**config.mk**
```make
export PLATFORM = sky130hd
export DESIGN_NAME = acc_store_fmt
export DESIGN_NICKNAME = d
export VERILOG_FILES = /design/src/rtl/acc_store_pkg.sv /design/src/rtl/acc_rounder.sv /design/src/rtl/store_clamp.sv /design/src/rtl/acc_store_fmt.sv
export SDC_FILE = /design/constraint.sdc
export NUM_CORES = 1
export LEC_CHECK = 0
export BUFFER_PORTS_ARGS = -buffer_cell sky130_fd_sc_hd__clkbuf_2
export CORE_MARGIN = 1
export CORE_UTILIZATION = 47
export DETAILED_ROUTE_END_ITERATION = 16
export PLACE_DENSITY = 0.82
export SLEW_MARGIN = 25
export SYNTH_ARGS = -nofsm -noshare
export SYNTH_HDL_FRONTEND = slang
export SYNTH_HIERARCHICAL = 1
export SYNTH_SLANG_ARGS = --single-unit
```
**constraint.sdc**
```tcl
create_clock -name clk -period 3.1 [get_ports clk]
set_input_delay 0.155 -clock clk [delete_from_list [all_inputs] [get_ports clk]]
set_output_delay 0.155 -clock clk [all_outputs]
set_load 0.1 [all_outputs]
```
**src/rtl/acc_store_pkg.sv**
```systemverilog
package acc_store_pkg;
  typedef enum logic {
    RND_BIASED   = 1'b0,
    RND_UNBIASED = 1'b1
  } rnd_mode_e;
endpackage

```
**src/rtl/acc_rounder.sv**
```systemverilog
module acc_rounder
  import acc_store_pkg::*;
#(
  parameter int ACC_W  = 40,
  parameter int FRAC_W = 16
) (
  input  logic [ACC_W-1:0] acc_i,
  input  logic             rnd_req_i,
  input  rnd_mode_e        mode_i,
  output logic [ACC_W-1:0] rounded_o
);
  localparam int LOW_TOP = FRAC_W - 1;

  logic half_set;
  logic exact_half;
  logic high_odd;
  logic bump;

  assign half_set   = acc_i[LOW_TOP];
  assign exact_half = half_set && (acc_i[LOW_TOP-1:0] == '0);
  assign high_odd   = acc_i[FRAC_W];

  always_comb begin
    bump = 1'b0;
    if (rnd_req_i) begin
      if (mode_i == RND_BIASED) bump = half_set;
      else                      bump = half_set && (!exact_half || high_odd);
    end
  end

  // Increment lands on the LSB of the stored word; wraps within ACC_W bits.
  assign rounded_o = acc_i + ({{(ACC_W-1){1'b0}}, bump} << FRAC_W);
endmodule

```
**src/rtl/store_clamp.sv**
```systemverilog
module store_clamp #(
  parameter int ACC_W  = 40,
  parameter int WORD_W = 16,
  parameter int FRAC_W = 16
) (
  input  logic [ACC_W-1:0]  rounded_i,
  input  logic              src_sign_i,
  input  logic              sat_en_i,
  output logic [WORD_W-1:0] word_o
);
  localparam int HI_LSB = FRAC_W;
  localparam int HI_MSB = FRAC_W + WORD_W - 1;

  logic pos_over;
  logic neg_over;
  logic [WORD_W-1:0] raw_word;

  assign raw_word = rounded_i[HI_MSB:HI_LSB];
  // Positive source: any set bit from the word sign up to bit ACC_W-1 is too big.
  assign pos_over = !src_sign_i && (|rounded_i[ACC_W-1:HI_MSB]);
  // Negative source: still negative after rounding yet not a pure sign extension.
  assign neg_over = src_sign_i && rounded_i[ACC_W-1] && !(&rounded_i[ACC_W-2:HI_MSB]);

  always_comb begin
    word_o = raw_word;
    if (sat_en_i) begin
      if (pos_over)      word_o = {1'b0, {(WORD_W-1){1'b1}}};
      else if (neg_over) word_o = {1'b1, {(WORD_W-1){1'b0}}};
    end
  end
endmodule

```
**src/rtl/acc_store_fmt.sv**
```systemverilog
module acc_store_fmt
  import acc_store_pkg::*;
#(
  parameter int ACC_W  = 40,
  parameter int WORD_W = 16,
  parameter int FRAC_W = 16
) (
  input  logic              clk,
  input  logic              rst,
  input  logic [ACC_W-1:0]  acc_i,
  input  logic              rnd_req_i,
  input  logic              rnd_mode_i,
  input  logic              sat_en_i,
  output logic [WORD_W-1:0] word_o
);
  localparam int HI_LSB = FRAC_W;
  localparam int HI_MSB = FRAC_W + WORD_W - 1;

  logic [ACC_W-1:0]  rounded;
  logic [WORD_W-1:0] word_next;
  rnd_mode_e         mode;

  assign mode = rnd_mode_e'(rnd_mode_i);

  acc_rounder #(.ACC_W(ACC_W), .FRAC_W(FRAC_W)) u_round (
    .acc_i    (acc_i),
    .rnd_req_i(rnd_req_i),
    .mode_i   (mode),
    .rounded_o(rounded)
  );

  store_clamp #(.ACC_W(ACC_W), .WORD_W(WORD_W), .FRAC_W(FRAC_W)) u_clamp (
    .rounded_i (rounded),
    .src_sign_i(acc_i[ACC_W-1]),
    .sat_en_i  (sat_en_i),
    .word_o    (word_next)
  );

  always_ff @(posedge clk) begin
    if (rst) word_o <= '0;
    else     word_o <= word_next;
  end

  p_reset_r10: assert property (@(posedge clk) rst |=> word_o == '0);

  p_trunc_r1: assert property (@(posedge clk) disable iff (rst)
    $past(!rst && !rnd_req_i && !sat_en_i) |-> word_o == $past(acc_i[HI_MSB:HI_LSB]));

  p_biased_r2: assert property (@(posedge clk) disable iff (rst)
    $past(!rst && rnd_req_i && !rnd_mode_i && !sat_en_i)
      |-> word_o == WORD_W'($past(acc_i[HI_MSB:HI_LSB]) + $past(acc_i[FRAC_W-1])));

  p_pos_clamp_r5: assert property (@(posedge clk) disable iff (rst)
    $past(!rst && sat_en_i && !acc_i[ACC_W-1]) |-> !word_o[WORD_W-1]);

  p_neg_clamp_r6: assert property (@(posedge clk) disable iff (rst)
    $past(!rst && sat_en_i && acc_i[ACC_W-1]) |-> (word_o[WORD_W-1] || word_o == '0));
endmodule

```
==> impl_metrics.toml, run 1 <==
[floorplanning]
design.die.area_um2 = 2770
start_util_pct = 51.9
die_ht_um = 52.6
core_um2 = 2320
rows = 17
die-width_um = 52.6
floorplan.io_pins = 61

[drt]
postRouteWirelength_um = 2860
wl_met2_um = 1410
dr.first_iter.drc_count = 25
drt_first_pass_iters = 4
final_antenna_net_count = 0
routed_via_density = 5.40
vias = 1188
routed-wl-met3_um = 241
wl_met1_um = 1200
routed_wire_length_per_instance_um = 13.0
drc = 0
highest-signal-layer = "met4"

[cells_and_area]
reg_top3 = "word_o (16)"
largest_reg_flops = 16
postLayoutCoreUtil_pct = 66.5
final_cells = 220
num_antenna_cells = 0
numnets_final = 241
layout.cells.most_common_list = "sky130_fd_sc_hd__clkbuf_2, sky130_fd_sc_hd__dfxtp_1, sky130_fd_sc_hd__xnor2_1, sky130_fd_sc_hd__nand2_1"
layout_commonest_cell = "sky130_fd_sc_hd__clkbuf_2"
area_growth_syn_to_layout_pct = 28.2
max_flop_register = "word_o"
drive_gt1_share_pct = 46.9

[global_route]
grt_first_pass_wirelength_um = 4710
grt_antenna_before_repair = 0
grt.total_usage_pct = 23.5
largest_net_degree_at_the_start_of_global_routing = 17
grt-ovfl-total = 0
first_global_vias = 1096

[power]
cell_internal_pwr_mw = 0.335
power.share.combinational_pct = 42.3
power_density_nw_per_um2 = 373
ir_worst_vdd_mv = 0.322
power.static_leakage_nw = 0.753
switching_share_pct = 41.8
net-switching-power_mw = 0.241
clkPwrFrac_pct = 18.7
seq_power_share_pct = 39.1

[clock_tree]
tritoncts = "yes"
cts_buffer_depth = 2
cts-hold-fix-buffers = 0
cts-buffers-inserted = 3
post_cts_buffers = 0
path_clk_slew_ps = 90
cts.sinks = 16
htree_levels = 1
cts_root_buffer = "sky130_fd_sc_hd__clkbuf_4"
cts_resized = 0

[setup_path]
sort_of_element_at_the_start_of_the_critical_path = "primary input"
max_stage_delay_ps = 340
critical_path.endpoint_type = "register"
worst_path_dominant_cell_family = "simple AND/OR/NAND/NOR gates"
worst_path_max_delay_cell = "sky130_fd_sc_hd__xnor2_1"
crit_required_ps = 3310
critical_path_arrival_ps = 3000
cell_by_cell_trace_of_the_critical_path = "clkbuf_2 -> nor4b_1 -> nand4_1 -> nor4_1 -> nor2_1 -> ha_1 -> ha_1 -> nand4_1 -> nor4_4 -> nand4_1 -> xnor2_1 -> nand4_1 -> o2111ai_2 -> buf_4 -> a21o_1 -> nor2b_1"
path_max_fanout = 12
critPathKind = "primary input to register"
cp_num_buf_inv = 2
timing.critical_path.mode_cell = "sky130_fd_sc_hd__nand4_1"

[timing]
finalMaxSlewViolations = 0
worst_pin_slew_ps = 547
grt_setup_unrepaired = "false"
finalCritPeriodShare_pct = 90.0
final_critical_period_ps = 2790
final-hold-violation-count = 0
finalSetupTns_ps = 0
timing_limited_maximum_frequency_mhz = 358
slew-limit-headroom_pct = 63.7
finalSetupViolations = 0

[synthesis]
syn-num-nets = 177
postSynthCellCount = 130
synth.yosys.warnings = 6
mappedNetlistArea_um2 = 1200
post_synth.cell_area_avg_um2 = 9.26

[placed_design]
port-buffer-count = 60
placedCellCount = 217
gpl.final_weighted_congestion = 1.04
hpwl_after_detailed_placement_um = 2390

[hold_path]
worst_hold_path_type = "primary input to register"

[job]
maxCapViolations = 0

[outcome]
status = "finished, final reports clean"
-- power by group through the flow --
stage / clock [mW] / sequential [mW] / combinational (mW)
floorplan: 0 / 0.341 / 0.0657
global placement: 0 / 0.229 / 0.239
detailed placement: 0 / 0.230 / 0.243
CTS: 0.114 / 0.225 / 0.244
global route: 0.124 / 0.227 / 0.256
finish: 0.107 / 0.225 / 0.243
-- metal layers --
| layer | vias up | track usage (%) |
|---|---|---|
| met5 | - | 0 |
| met4 | 0 | 5.26 |
| met3 | 2 | 7.25 |
| met2 | 56 | 40.5 |
| met1 | 541 | 28.1 |
| li1 | 589 | - |
-- through the flow --
step	hold slack [ps]	total power [mW]	setup slack, ps	instance area, um^2
floorplan	363	0.407	448	1200
global placement	578	0.468	215	1520
detailed placement	589	0.473	33.2	1520
CTS	281	0.583	323	1540
global route	300	0.607	27.5	1540
finish	283	0.576	309	1540
-- layout make-up --
cell class	instances	area [um^2]
clock buffers	3	22.5
fillers	197	776
inverters	2	7.51
multi-input cells	109	842
flip-flops and latches	16	320
well taps	28	35.0
repair buffers	62	315
-- worst paths after layout --
kind / startpoint / slack, ps / cells after the start / to
setup / recovery: rnd_mode_i / 310 / 16 / word_o[14]
hold / removal: rst / 280 / 2 / word_o[10]
(Power assumes the default switching activity.)
==> run 2, diff against run 1 <==
Settings changed: CORE_UTILIZATION 47 to 50, PLACE_DENSITY 0.82 to 0.87.
Clock period 3.1 ns to 3.4 ns, I/O delays scaled along.
==> run 2 against run 1 <==
  * First-iteration DRC count is 16% lower
  * Combinational power is 8.6% lower
  * Wire length grew 4.3%
  * Setup slack better by 450 ps
  * Die area shrank 5.8%
  * Non-clock buffer count did not move
  * Power shrank 3.7%
  * Critical path depth unchanged
  * Worst hold slack gained 8.3 ps
  * Sequential power is 8.9% lower
  * Clock power grew 19%
  * Largest power group unchanged
  * Highest routed layer unchanged
==> impl_metrics.toml, run 2 (synthesis results as in run 1) <==
[outcome]
status = "finished, final reports clean"

[power]
design_power_total_mw = 0.554
ir_worst_vdd_mv = 0.264
power.static_leakage_nw = 0.760
power_density_nw_per_um2 = 356

[timing]
finalMaxSlewViolations = 0
finalSetupViolations = 0
slew-limit-headroom_pct = 63.5
finalCritPeriodShare_pct = 77.8
final_critical_period_ps = 2640
timing_limited_maximum_frequency_mhz = 378
grt_setup_unrepaired = "false"
final-hold-violation-count = 0
worst_pin_slew_ps = 551
finalSetupTns_ps = 0

[drt]
postRouteWirelength_um = 2980
routed_wire_length_per_instance_um = 13.5
drc = 0
routed_via_density = 5.51
dr.first_iter.drc_count = 21
drt_first_pass_iters = 4
final_antenna_net_count = 0
vias = 1218

[clock_tree]
post_cts_buffers = 0
cts-buffers-inserted = 3
cts_buffer_depth = 2
cts.sinks = 16
tritoncts = "yes"
cts-hold-fix-buffers = 0
cts_resized = 0
htree_levels = 1
path_clk_slew_ps = 100
cts_root_buffer = "sky130_fd_sc_hd__clkbuf_4"

[cells_and_area]
reg_top3 = "word_o (16)"
num_antenna_cells = 0
largest_reg_flops = 16
layout_commonest_cell = "sky130_fd_sc_hd__clkbuf_2"
max_flop_register = "word_o"
area_growth_syn_to_layout_pct = 29.3
drive_gt1_share_pct = 47.2
final.fill_count = 187
numnets_final = 241
layout.cells.most_common_list = "sky130_fd_sc_hd__clkbuf_2, sky130_fd_sc_hd__dfxtp_1, sky130_fd_sc_hd__xnor2_1, sky130_fd_sc_hd__nand2_1"

[global_route]
first_global_vias = 1194
grt-ovfl-total = 0
largest_net_degree_at_the_start_of_global_routing = 17
grt.total_usage_pct = 25.9
grt_antenna_before_repair = 0
grt_first_pass_wirelength_um = 5040

[setup_path]
crit_required_ps = 3580
worstSetupStartpoint = "rnd_mode_i"
sort_of_element_at_the_start_of_the_critical_path = "primary input"
critPathKind = "primary input to register"
critical_path.endpoint_type = "register"
path_max_fanout = 16
critical_path_arrival_ps = 2830

[hold_path]
worst_hold_path_type = "primary input to register"
worst_hold_path.num_cells = 2
hold_path_startpoint = "rst"

[floorplanning]
start_util_pct = 53.9
die-width_um = 51.1
rows = 17
floorplan.io_pins = 61
core_um2 = 2230
design.die.area_um2 = 2610
die_ht_um = 51.1

[placed_design]
hpwl_after_detailed_placement_um = 2420
gpl.final_weighted_congestion = 0.844
port-buffer-count = 60

[job]
maxCapViolations = 0
-- run 2: power breakdown --
group	internal, mW	leakage (nW)	switching (mW)
clock	0.0652	0.0210	0.0620
combinational	0.0629	0.605	0.159
sequential	0.201	0.134	0.00388
total	0.329	0.760	0.225
-- run 2: per-stage QoR --
stage / hold WS [ps] / std cells / setup slack [ps] / cell area [um^2] / utilization (%)
floorplan: 378 / 130 / 733 / 1200 / -
global placement: 591 / 217 / 535 / 1520 / 68.1
detailed placement: 606 / 217 / 457 / 1520 / 68.1
CTS: 291 / 221 / 771 / 1560 / 69.7
global route: 326 / 221 / 499 / 1560 / 69.7
finish: 292 / 221 / 755 / 1560 / 69.7
-- run 2: path summary, 6_finish.rpt --
| check | slack (ps) | to |
|---|---|---|
| worst min-delay path | 290 | word_o[9] |
| worst max-delay path | 760 | word_o[15] |
-- run 2: cell type report --
cell class,instances,area (um^2),share of cell area [%]
Multi-Input combinational cell,109,842,54.1
Sequential cell,16,320,20.6
Timing Repair Buffer,62,315,20.3
Clock buffer,4,36.3,2.33
Tap cell,28,35.0,2.25
Inverter,2,7.51,0.482
-- run 2: layer usage --
layer	vias to the layer above	track usage, %	part of all wire [%]
li1	591	-	-
met1	552	31.1	42
met2	69	44.1	48
met3	6	5.36	8.1
met4	0	11.6	1.3
met5	-	0	0
-- run 2: critical path, cell delays in order --
cell,delay (ps)
sky130_fd_sc_hd__clkbuf_2,80
sky130_fd_sc_hd__nor4b_1,130
sky130_fd_sc_hd__nand4_1,80
sky130_fd_sc_hd__nor4_1,50
sky130_fd_sc_hd__nor2_1,80
sky130_fd_sc_hd__ha_1,190
sky130_fd_sc_hd__ha_1,240
sky130_fd_sc_hd__nand4_1,170
sky130_fd_sc_hd__nor4_4,240
sky130_fd_sc_hd__nand4_1,160
sky130_fd_sc_hd__xnor2_1,320
sky130_fd_sc_hd__nand4_1,180
sky130_fd_sc_hd__o2111ai_2,220
sky130_fd_sc_hd__buf_4,240
sky130_fd_sc_hd__a21oi_1,90
sky130_fd_sc_hd__and2b_2,190
==> run 3, diff against run 2 <==
Settings changed: CORE_UTILIZATION 50 to 47, PLACE_DENSITY 0.87 to 0.82.
Clock period 3.4 ns to 2.7 ns, I/O delays scaled along.
==> run 3 against run 2 <==
  * Cell count grew 1.4%
  * Critical path depth is the same
  * Global-route usage down 1.8 points
  * Combinational power is 30% higher
  * Design area increased by 3.5%
  * Count of clock-buffer cells in the layout decreased by 1
  * First-iteration DRC count fell by 33%
  * Die area up 6.1%
  * Sequential cell count stayed put
  * Critical path type unchanged
  * Largest cell class unchanged
==> impl_metrics.toml, run 3 (synthesis results as in run 1) <==
[timing]
finalSetupViolations = 0
finalCritPeriodShare_pct = 94.0
timing_limited_maximum_frequency_mhz = 394
final-hold-violation-count = 0
worst_pin_slew_ps = 547
slew-limit-headroom_pct = 63.7
final_critical_period_ps = 2540
finalMaxSlewViolations = 0

[global_route]
first_global_vias = 1211
grt_first_pass_wirelength_um = 5000
grt.total_usage_pct = 24.1
largest_net_degree_at_the_start_of_global_routing = 17
grt-ovfl-total = 0
grt_antenna_before_repair = 0

[clock_tree]
cts_resized = 0
cts-buffers-inserted = 3
cts_root_buffer = "sky130_fd_sc_hd__clkbuf_4"
path_clk_slew_ps = 90
tritoncts = "yes"
cts-hold-fix-buffers = 0
cts.sinks = 16
post_cts_buffers = 0
htree_levels = 1
cts_buffer_depth = 2

[floorplanning]
core_um2 = 2320
die-width_um = 52.6
floorplan.io_pins = 61
design.die.area_um2 = 2770
die_ht_um = 52.6
start_util_pct = 51.9
rows = 17

[drt]
drt_first_pass_iters = 4
final_antenna_net_count = 0
routed_wire_length_per_instance_um = 13.3
dr.first_iter.drc_count = 14
drc = 0
vias = 1239
postRouteWirelength_um = 2980
routed_via_density = 5.53

[setup_path]
cell_by_cell_trace_of_the_critical_path = "clkbuf_2 -> nor4b_1 -> nand4_1 -> nor4_2 -> nor2_1 -> ha_1 -> buf_4 -> nand4_1 -> nor4_4 -> nand4_1 -> xnor2_2 -> nor4_4 -> a311oi_4 -> buf_12 -> a21o_2 -> and2b_2"
critical_path_arrival_ps = 2720
sort_of_element_at_the_start_of_the_critical_path = "primary input"
critical_path.endpoint_type = "register"
worst_path_max_delay_cell = "sky130_fd_sc_hd__nor4_4"
timing.critical_path.mode_cell = "sky130_fd_sc_hd__nand4_1"
crit_required_ps = 2890
worst_path_dominant_cell_family = "simple AND/OR/NAND/NOR gates"
path_max_fanout = 15
max_stage_delay_ps = 330
critPathKind = "primary input to register"
cp_num_buf_inv = 3

[cells_and_area]
max_flop_register = "word_o"
area_growth_syn_to_layout_pct = 33.9
layout_commonest_cell = "sky130_fd_sc_hd__clkbuf_2"
numnets_final = 245
reg_top3 = "word_o (16)"
final.fill_count = 187
num_antenna_cells = 0
layout.cells.most_common_list = "sky130_fd_sc_hd__clkbuf_2, sky130_fd_sc_hd__dfxtp_1, sky130_fd_sc_hd__xnor2_1, sky130_fd_sc_hd__nand2_1"
postLayoutCoreUtil_pct = 69.5
largest_reg_flops = 16
final_design_area_no_fill_um2 = 1610
drive_gt1_share_pct = 49.0

[outcome]
status = "finished, final reports clean"

[power]
design_power_total_mw = 0.672
ir_worst_vdd_mv = 0.373
power.static_leakage_nw = 0.790
power_density_nw_per_um2 = 417

[hold_path]
hold_path_startpoint = "rst"
worst_hold_path_type = "primary input to register"
worst_hold_path.num_cells = 2
min_to = "word_o[4]"

[placed_design]
hpwl_after_detailed_placement_um = 2460
gpl.final_weighted_congestion = 0.980
port-buffer-count = 60
placed_area_um2 = 1580

[job]
maxCapViolations = 0
[run 3: layout make-up]
cell class | instances | area [um^2] | share of cell area, %
flip-flops and latches | 16 | 320 | 19.9
well taps | 28 | 35.0 | 2.17
inverters | 2 | 7.51 | 0.466
multi-input cells | 109 | 856 | 53.1
repair buffers | 66 | 370 | 23.0
clock buffers | 3 | 22.5 | 1.40
[run 3: how the worst max path moves through the flow]
stage	from	to	cells after the start
2_1_floorplan	acc_i[5]	word_o[15]	15
3_3_place_gp	acc_i[5]	word_o[3]	16
3_5_place_dp	acc_i[16]	word_o[0]	16
4_1_cts	rnd_mode_i	word_o[14]	16
5_1_grt	rnd_mode_i	word_o[0]	16
6_report	rnd_mode_i	word_o[0]	16
[run 3: routing by layer]
| layer | track usage, % | vias to the layer above | part of all wire (%) |
|---|---|---|---|
| met1 | 26.9 | 587 | 41 |
| met5 | 0 | - | 0 |
| met2 | 44.7 | 54 | 52 |
| li1 | - | 596 | - |
| met4 | 6.58 | 0 | 0.44 |
| met3 | 5.80 | 2 | 7.0 |
[run 3: stage by stage]
| stage | instances | worst slack (ps) | setup TNS, ps | hold WS (ps) |
|---|---|---|---|---|
| after floorplan | 130 | 68.4 | 0 | 343 |
| after global placement | 221 | -84.3 | -542 | 554 |
| after detailed placement | 221 | -124 | -1410 | 568 |
| after CTS | 224 | 187 | 0 | 260 |
| after global routing | 224 | -17.9 | -42.9 | 291 |
| final | 224 | 163 | 0 | 255 |
[run 3: report_power, final]
part | internal, mW | switching (mW) | total [mW] | leakage [nW]
registers | 0.253 | 0.00459 | 0.258 | 0.134
clock network | 0.0518 | 0.0742 | 0.126 | 0.0138
logic | 0.0857 | 0.202 | 0.288 | 0.643
